$ cat src/rtl/resv_monitor_pkg.sv
package resv_monitor_pkg;

    typedef enum logic [1:0] {
        SC_NONE     = 2'd0,
        SC_PASS     = 2'd1,
        SC_UNCACHED = 2'd2
    } sc_code_e;

    typedef enum logic [2:0] {
        OP_IDLE,
        OP_READ,
        OP_LOCK_READ,
        OP_STORE,
        OP_COND_STORE,
        OP_COND_UNCACHED
    } op_kind_e;

    // Decision produced for one request
    typedef struct packed {
        sc_code_e code;
        logic     wr_en;
        logic     reserve;   // record a reservation for the issuer
        logic     drop_own;  // cancel the issuer's reservation only
        logic     sweep;     // cancel all reservations on the granule
        logic     fail_evt;  // lengthen issuer's failure run
        logic     clr_evt;   // restart issuer's failure run
    } verdict_t;

    function automatic op_kind_e classify(input logic valid, input logic write,
                                          input logic locked, input logic uncache);
        op_kind_e k;
        if (!valid)
            k = OP_IDLE;
        else if (!write)
            k = locked ? OP_LOCK_READ : OP_READ;
        else if (!locked)
            k = OP_STORE;
        else
            k = uncache ? OP_COND_UNCACHED : OP_COND_STORE;
        return k;
    endfunction

endpackage

$ cat src/rtl/resv_table.sv
module resv_table #(
    parameter int NUM_CTX = 4,
    parameter int GW      = 28,
    parameter int CTX_W   = 2
) (
    input  logic                        clk,
    input  logic                        rst,
    input  logic                        set_en,
    input  logic [CTX_W-1:0]            set_ctx,
    input  logic [GW-1:0]               set_gran,
    input  logic                        drop_en,
    input  logic [CTX_W-1:0]            drop_ctx,
    input  logic                        sweep_en,
    input  logic [GW-1:0]               sweep_gran,
    output logic [NUM_CTX-1:0]          live_o,
    output logic [NUM_CTX-1:0][GW-1:0]  gran_o
);

    for (genvar i = 0; i < NUM_CTX; i++) begin : g_slot
        logic          live_q;
        logic [GW-1:0] gran_q;
        logic          mine_set;
        logic          mine_drop;
        logic          swept;

        assign mine_set  = set_en  && (set_ctx  == CTX_W'(i));
        assign mine_drop = drop_en && (drop_ctx == CTX_W'(i));
        assign swept     = sweep_en && (gran_q == sweep_gran);

        always_ff @(posedge clk) begin
            if (rst) begin
                live_q <= 1'b0;
                gran_q <= '0;
            end else if (mine_set) begin
                live_q <= 1'b1;
                gran_q <= set_gran;
            end else if (mine_drop || swept) begin
                live_q <= 1'b0;
            end
        end

        assign live_o[i] = live_q;
        assign gran_o[i] = gran_q;
    end

endmodule

$ cat src/rtl/sc_judge.sv
module sc_judge #(
    parameter int GW = 28
) (
    input  resv_monitor_pkg::op_kind_e op,
    input  logic                       own_live,
    input  logic [GW-1:0]              own_gran,
    input  logic [GW-1:0]              req_gran,
    output resv_monitor_pkg::verdict_t verdict
);
    import resv_monitor_pkg::*;

    logic hit;
    assign hit = own_live && (own_gran == req_gran);

    always_comb begin
        verdict = '0;
        verdict.code = SC_NONE;
        unique case (op)
            OP_LOCK_READ: verdict.reserve = 1'b1;
            OP_STORE: begin
                verdict.wr_en = 1'b1;
                verdict.sweep = 1'b1;
            end
            OP_COND_STORE: begin
                // code mirrors the live bit, even on a granule mismatch
                verdict.code = own_live ? SC_PASS : SC_NONE;
                if (hit) begin
                    verdict.wr_en   = 1'b1;
                    verdict.sweep   = 1'b1;
                    verdict.clr_evt = 1'b1;
                end else begin
                    verdict.drop_own = 1'b1;
                    verdict.fail_evt = 1'b1;
                end
            end
            OP_COND_UNCACHED: begin
                verdict.code    = SC_UNCACHED;
                verdict.wr_en   = 1'b1;
                verdict.sweep   = 1'b1;
                verdict.clr_evt = 1'b1;
            end
            default: ;
        endcase
    end

endmodule

$ cat src/rtl/fail_tracker.sv
module fail_tracker #(
    parameter int NUM_CTX     = 4,
    parameter int CTX_W       = 2,
    parameter int WARN_PERIOD = 100000
) (
    input  logic               clk,
    input  logic               rst,
    input  logic               fail_en,
    input  logic               clr_en,
    input  logic [CTX_W-1:0]   ctx,
    output logic [NUM_CTX-1:0] warn_o
);
    localparam int CNT_W = (WARN_PERIOD > 1) ? $clog2(WARN_PERIOD) : 1;
    localparam logic [CNT_W-1:0] LAST = CNT_W'(WARN_PERIOD - 1);

    for (genvar i = 0; i < NUM_CTX; i++) begin : g_run
        logic [CNT_W-1:0] phase_q;
        logic             warn_q;
        logic             sel;

        assign sel = (ctx == CTX_W'(i));

        // phase_q holds the run length modulo WARN_PERIOD
        always_ff @(posedge clk) begin
            if (rst) begin
                phase_q <= '0;
                warn_q  <= 1'b0;
            end else begin
                warn_q <= 1'b0;
                if (sel && clr_en) begin
                    phase_q <= '0;
                end else if (sel && fail_en) begin
                    if (phase_q == LAST) begin
                        phase_q <= '0;
                        warn_q  <= 1'b1;
                    end else begin
                        phase_q <= phase_q + 1'b1;
                    end
                end
            end
        end

        assign warn_o[i] = warn_q;
    end

endmodule

$ cat src/rtl/resv_monitor.sv
module resv_monitor #(
    parameter int NUM_CTX     = 4,
    parameter int ADDR_W      = 32,
    parameter int GRAN_BITS   = 4,
    parameter int WARN_PERIOD = 100000,
    localparam int CTX_W      = (NUM_CTX > 1) ? $clog2(NUM_CTX) : 1
) (
    input  logic               clk,
    input  logic               rst,
    input  logic               req_valid,
    input  logic [CTX_W-1:0]   req_ctx,
    input  logic [ADDR_W-1:0]  req_addr,
    input  logic               req_write,
    input  logic               req_locked,
    input  logic               req_uncache,
    output logic [1:0]         sc_result,
    output logic               mem_wr_en,
    output logic [NUM_CTX-1:0] fail_warn
);
    import resv_monitor_pkg::*;

    localparam int GW = ADDR_W - GRAN_BITS;

    op_kind_e                  op;
    verdict_t                  verdict;
    logic [GW-1:0]             req_gran;
    logic [NUM_CTX-1:0]        live;
    logic [NUM_CTX-1:0][GW-1:0] gran;
    logic                      own_live;
    logic [GW-1:0]             own_gran;

    assign op       = classify(req_valid, req_write, req_locked, req_uncache);
    assign req_gran = req_addr[ADDR_W-1:GRAN_BITS];
    assign own_live = live[req_ctx];
    assign own_gran = gran[req_ctx];

    sc_judge #(.GW(GW)) u_judge (
        .op       (op),
        .own_live (own_live),
        .own_gran (own_gran),
        .req_gran (req_gran),
        .verdict  (verdict)
    );

    resv_table #(.NUM_CTX(NUM_CTX), .GW(GW), .CTX_W(CTX_W)) u_table (
        .clk        (clk),
        .rst        (rst),
        .set_en     (verdict.reserve),
        .set_ctx    (req_ctx),
        .set_gran   (req_gran),
        .drop_en    (verdict.drop_own),
        .drop_ctx   (req_ctx),
        .sweep_en   (verdict.sweep),
        .sweep_gran (req_gran),
        .live_o     (live),
        .gran_o     (gran)
    );

    fail_tracker #(.NUM_CTX(NUM_CTX), .CTX_W(CTX_W), .WARN_PERIOD(WARN_PERIOD)) u_fail (
        .clk     (clk),
        .rst     (rst),
        .fail_en (verdict.fail_evt),
        .clr_en  (verdict.clr_evt),
        .ctx     (req_ctx),
        .warn_o  (fail_warn)
    );

    assign sc_result = verdict.code;
    assign mem_wr_en = verdict.wr_en;

endmodule

$ cat config.mk
export PLATFORM = sky130hd
export DESIGN_NAME = resv_monitor
export DESIGN_NICKNAME = d
export VERILOG_FILES = /design/src/rtl/resv_monitor_pkg.sv /design/src/rtl/resv_table.sv /design/src/rtl/sc_judge.sv /design/src/rtl/fail_tracker.sv /design/src/rtl/resv_monitor.sv
export SDC_FILE = /design/constraint.sdc
export NUM_CORES = 1
export LEC_CHECK = 0
export BUFFER_PORTS_ARGS = -buffer_cell sky130_fd_sc_hd__clkbuf_2
export CELL_PAD_IN_SITES_DETAIL_PLACEMENT = 1
export CELL_PAD_IN_SITES_GLOBAL_PLACEMENT = 1
export CORE_MARGIN = 1
export CORE_UTILIZATION = 50
export DETAILED_ROUTE_END_ITERATION = 16
export PLACE_DENSITY = 0.86
export SYNTH_ARGS = -nofsm -noshare
export SYNTH_HDL_FRONTEND = slang
export SYNTH_SLANG_ARGS = --single-unit
$ cat constraint.sdc
create_clock -name clk -period 4.3 [get_ports clk]
set_clock_uncertainty 0.1 [all_clocks]
set_input_delay 0.43 -clock clk [delete_from_list [all_inputs] [get_ports clk]]
set_output_delay 0.43 -clock clk [all_outputs]
set_load 0.005 [all_outputs]
==> results.yml <==
hold_path:
  whs_path_depth: 3
  hold_class: "input port to flop"
clock_network:
  clockRootBuffer: "clkbuf_16"
  cts_hold_buffers: 0
  clk_pin_slew_ns: 0.07
  cts_tree: "yes"
  cts.sinks: 188
  cts_buffer_depth: 2
  cts_setup_buffers: 0
  worstSkewPairLatency_ns: 0.45
  numCtsBuffers: 17
  cts_resized: 0
  htreeDepth: 4
setup_path:
  crit_start: "req_ctx[1]"
  cp-start-kind: "input port"
  cpMostUsedCell: "clkbuf_2"
  critical_path_buf_inv_count: 3
  crit_end: "mem_wr_en"
  reg2reg_to: "u_fail.g_run[3].phase_q[10]"
  crit_chain: "clkbuf_2 -> buf_4 -> mux2i_1 -> o22ai_1 -> a211o_1 -> a22oi_1 -> nand4_1 -> nand2_1 -> clkbuf_2"
  crit_required_ns: 3.77
  crit_family: "compound AO/OA/AOI/OAI gates"
  cp.depth: 9
  r2r_setup_slack_ns: 1.07
  end_kind: "output pin"
  worstPathMaxFanout: 19
  cp_slowest_cell: "a22oi_1"
  critPathArrivalTime_ns: 3.29
  critPathMaxStageDelay_ns: 0.62
  r2r_start: "u_table.g_slot[3].gran_q[8]"
  reg2reg_depth: 8
  critPathKind: "input port to output pin"
logic_synthesis:
  yosys_most_used_dff: "dfxtp_1"
  synth_most_common_cell: "nand2_1"
  yosysUniqueCellTypes: 59
  synth_top_area_share: 0.3568
  yosys_register_bits: 188
  yosysWarnings: 0
  async_flop_share: 0
  synth_common_cells: "264 x nand2_1, 188 x dfxtp_1, 178 x a21oi_1"
  syn-num-nets: 1355
  postSynthAreaPerCell_um2: 8.052
  yosysTopAreaCell: "dfxtp_1"
  yosysSeqAreaShare: 0.3568
  netlist_instances: 1310
  synth_edf_count: 0
  netlist_area_um2: 10550
  yosys-top-cells-area: "dfxtp_1 36%, nand2_1 9.4%, a21oi_1 8.4%, xnor2_1 6.8%, mux4_2 4.5%"
sta:
  period_share: 0.8888
  period_needed_ns: 3.822
  worst_pin_slew_ns: 0.7957
  hold_viol: 0
  finalMaxSlewViolations: 0
  max_freq_mhz: 261.7
  rsz0062_at_grt: "no"
  finalHoldWorstSlack_ns: 0.2506
  setup_violations: 0
  fin_tns_setup_ns: 0
  slew-limit-headroom: 0.4695
route:
  drt_iter0_drc: 781
  via_count: 10050
  wl_per_cell_um: 22.41
  ant_nets: 0
  dr.pass1.iters: 5
  vias_per_cell: 6.367
  drc_errors: 0
  routed_wl_um: 35390
die:
  num_rows: 52
  num_io_pins: 47
  core_um2: 20430
  fp.dieH_um: 147.2
  die_area_um2: 21680
  start_util: 0.5163
  die_w_um: 147.2
global_routing:
  track_usage: 0.3363
  grt_pass1_vias: 10450
  antenna_found_initial: 0
  grt_pass1_wl_um: 56950
  grt_overflow: 0
  grt_max_degree: 71
cells_and_area:
  drive_gt1_frac: 0.1070
  diodes: 0
  syn_to_final_growth_pct: 9.181
  layout.nets: 1344
placed_design:
  dp_hpwl_um: 23240
  place.gp.congestion: 0.9049
  io_buffers: 42
outcome:
  status: "finished clean"
power:
  leakage_uw: 0.003714
  peakVddDrop_uv: 260.0
  powerDensity_nw_per_um2: 327.8
flow_run:
  cap_violations: 0
==> worst min path at each step <==
stage                                 from                           end  slack (ns)
2_1_floorplan  u_fail.g_run[3].phase_q[16]   u_fail.g_run[3].phase_q[16]        0.35
3_3_place_gp    u_fail.g_run[1].phase_q[4]    u_fail.g_run[1].phase_q[4]        0.36
3_5_place_dp   u_fail.g_run[0].phase_q[16]   u_fail.g_run[0].phase_q[16]        0.37
4_1_cts                       req_addr[12]   u_table.g_slot[0].gran_q[8]        0.25
5_1_grt                       req_addr[28]  u_table.g_slot[2].gran_q[24]        0.27
6_report                      req_addr[12]   u_table.g_slot[0].gran_q[8]        0.25
==> cells by family (layout without fill, tap and decap cells) <==
| logic type | Yosys count | count (layout) | synth area share |
|---|---|---|---|
| adders and majority gates | 5 | 5 | 0.005931 |
| buffers and inverters | 114 | 113 | 0.04828 |
| xor gates and xnor gates | 132 | 132 | 0.1096 |
| DFF | 188 | 188 | 0.3568 |
| muxes | 55 | 55 | 0.07722 |
| AOI/OAI and AO/OA | 291 | 291 | 0.1560 |
| and+or+nand+nor | 525 | 525 | 0.2461 |
==> sequential cells by signal, indices dropped and copies added (netlist names) <==
| signal | flops |
|---|---|
| u_table.g_slot.gran_q | 112 |
| u_fail.g_run.phase_q | 68 |
| u_fail.g_run.warn_q | 4 |
| u_table.g_slot.live_q | 4 |
==> final cells by class <==
| cell class | count | area, um2 |
|---|---|---|
| Clock buffer | 19 | 452.9 |
| Clock inverter | 10 | 140.1 |
| Fill cell | 2467 | 8914 |
| Inverter | 9 | 33.78 |
| Multi-Input combinational cell | 1008 | 6290 |
| Sequential cell | 188 | 3764 |
| Tap cell | 270 | 337.8 |
| Timing Repair Buffer | 75 | 498.0 |
==> worst min-delay path: stages <==
cell      delay, ns
clkbuf_2       0.18
nand2_1        0.09
a21oi_1        0.05
==> per-stage QoR <==
stage	cell area [um2]	setup WS, ns	util	std cells	power (uW)
finish	11520	0.4784	0.5637	1579	3775
floorplan	10550	1.502	-	1310	2024
detailed placement	10920	0.4362	0.5347	1550	2134
global placement	10920	0.5238	0.5347	1550	2126
global route	11520	0.4217	0.5637	1579	3885
CTS	11520	0.5861	0.5637	1579	3784
==> cells in the final DEF (no fill, tap or decap), types with 3 or more instances in the layout <==
cell type / instances
nand2_1: 264
or4_1: 20
clkbuf_2: 41
o21ai_0: 54
or3_1: 40
mux4_2: 21
buf_12: 3
nand3_1: 35
mux2i_1: 33
o21bai_1: 8
nand2b_1: 3
and2_1: 5
clkbuf_16: 17
nor2_2: 5
xnor2_1: 82
xor2_1: 50
dfxtp_1: 188
inv_1: 8
nor4_1: 23
buf_4: 31
nor2_1: 20
nor3_1: 17
and3_1: 17
nor4b_1: 6
o311ai_0: 3
a21oi_1: 178
nor2b_1: 3
a22oi_1: 3
o31ai_1: 19
ha_1: 5
bufinv_16: 3
and4_1: 7
o22ai_1: 7
clkinvlp_4: 3
nand4_1: 46
nor3b_1: 3
==> power breakdown <==
part           switching (uW)  internal [uW]  total [uW]
clock                     731            938        1670
combinational             232            113         344
sequential               11.4           1750        1760
total                     974           2800        3780
==> per-layer routing <==
metal / track usage / vias up / share of wire
li1: - / 4617 / -
met1: 0.4046 / 4970 / 0.41
met2: 0.5639 / 340 / 0.49
met3: 0.05932 / 126 / 0.054
met4: 0.1948 / 0 / 0.052
met5: 0 / - / 0
Power figures use the tool's default switching activity.
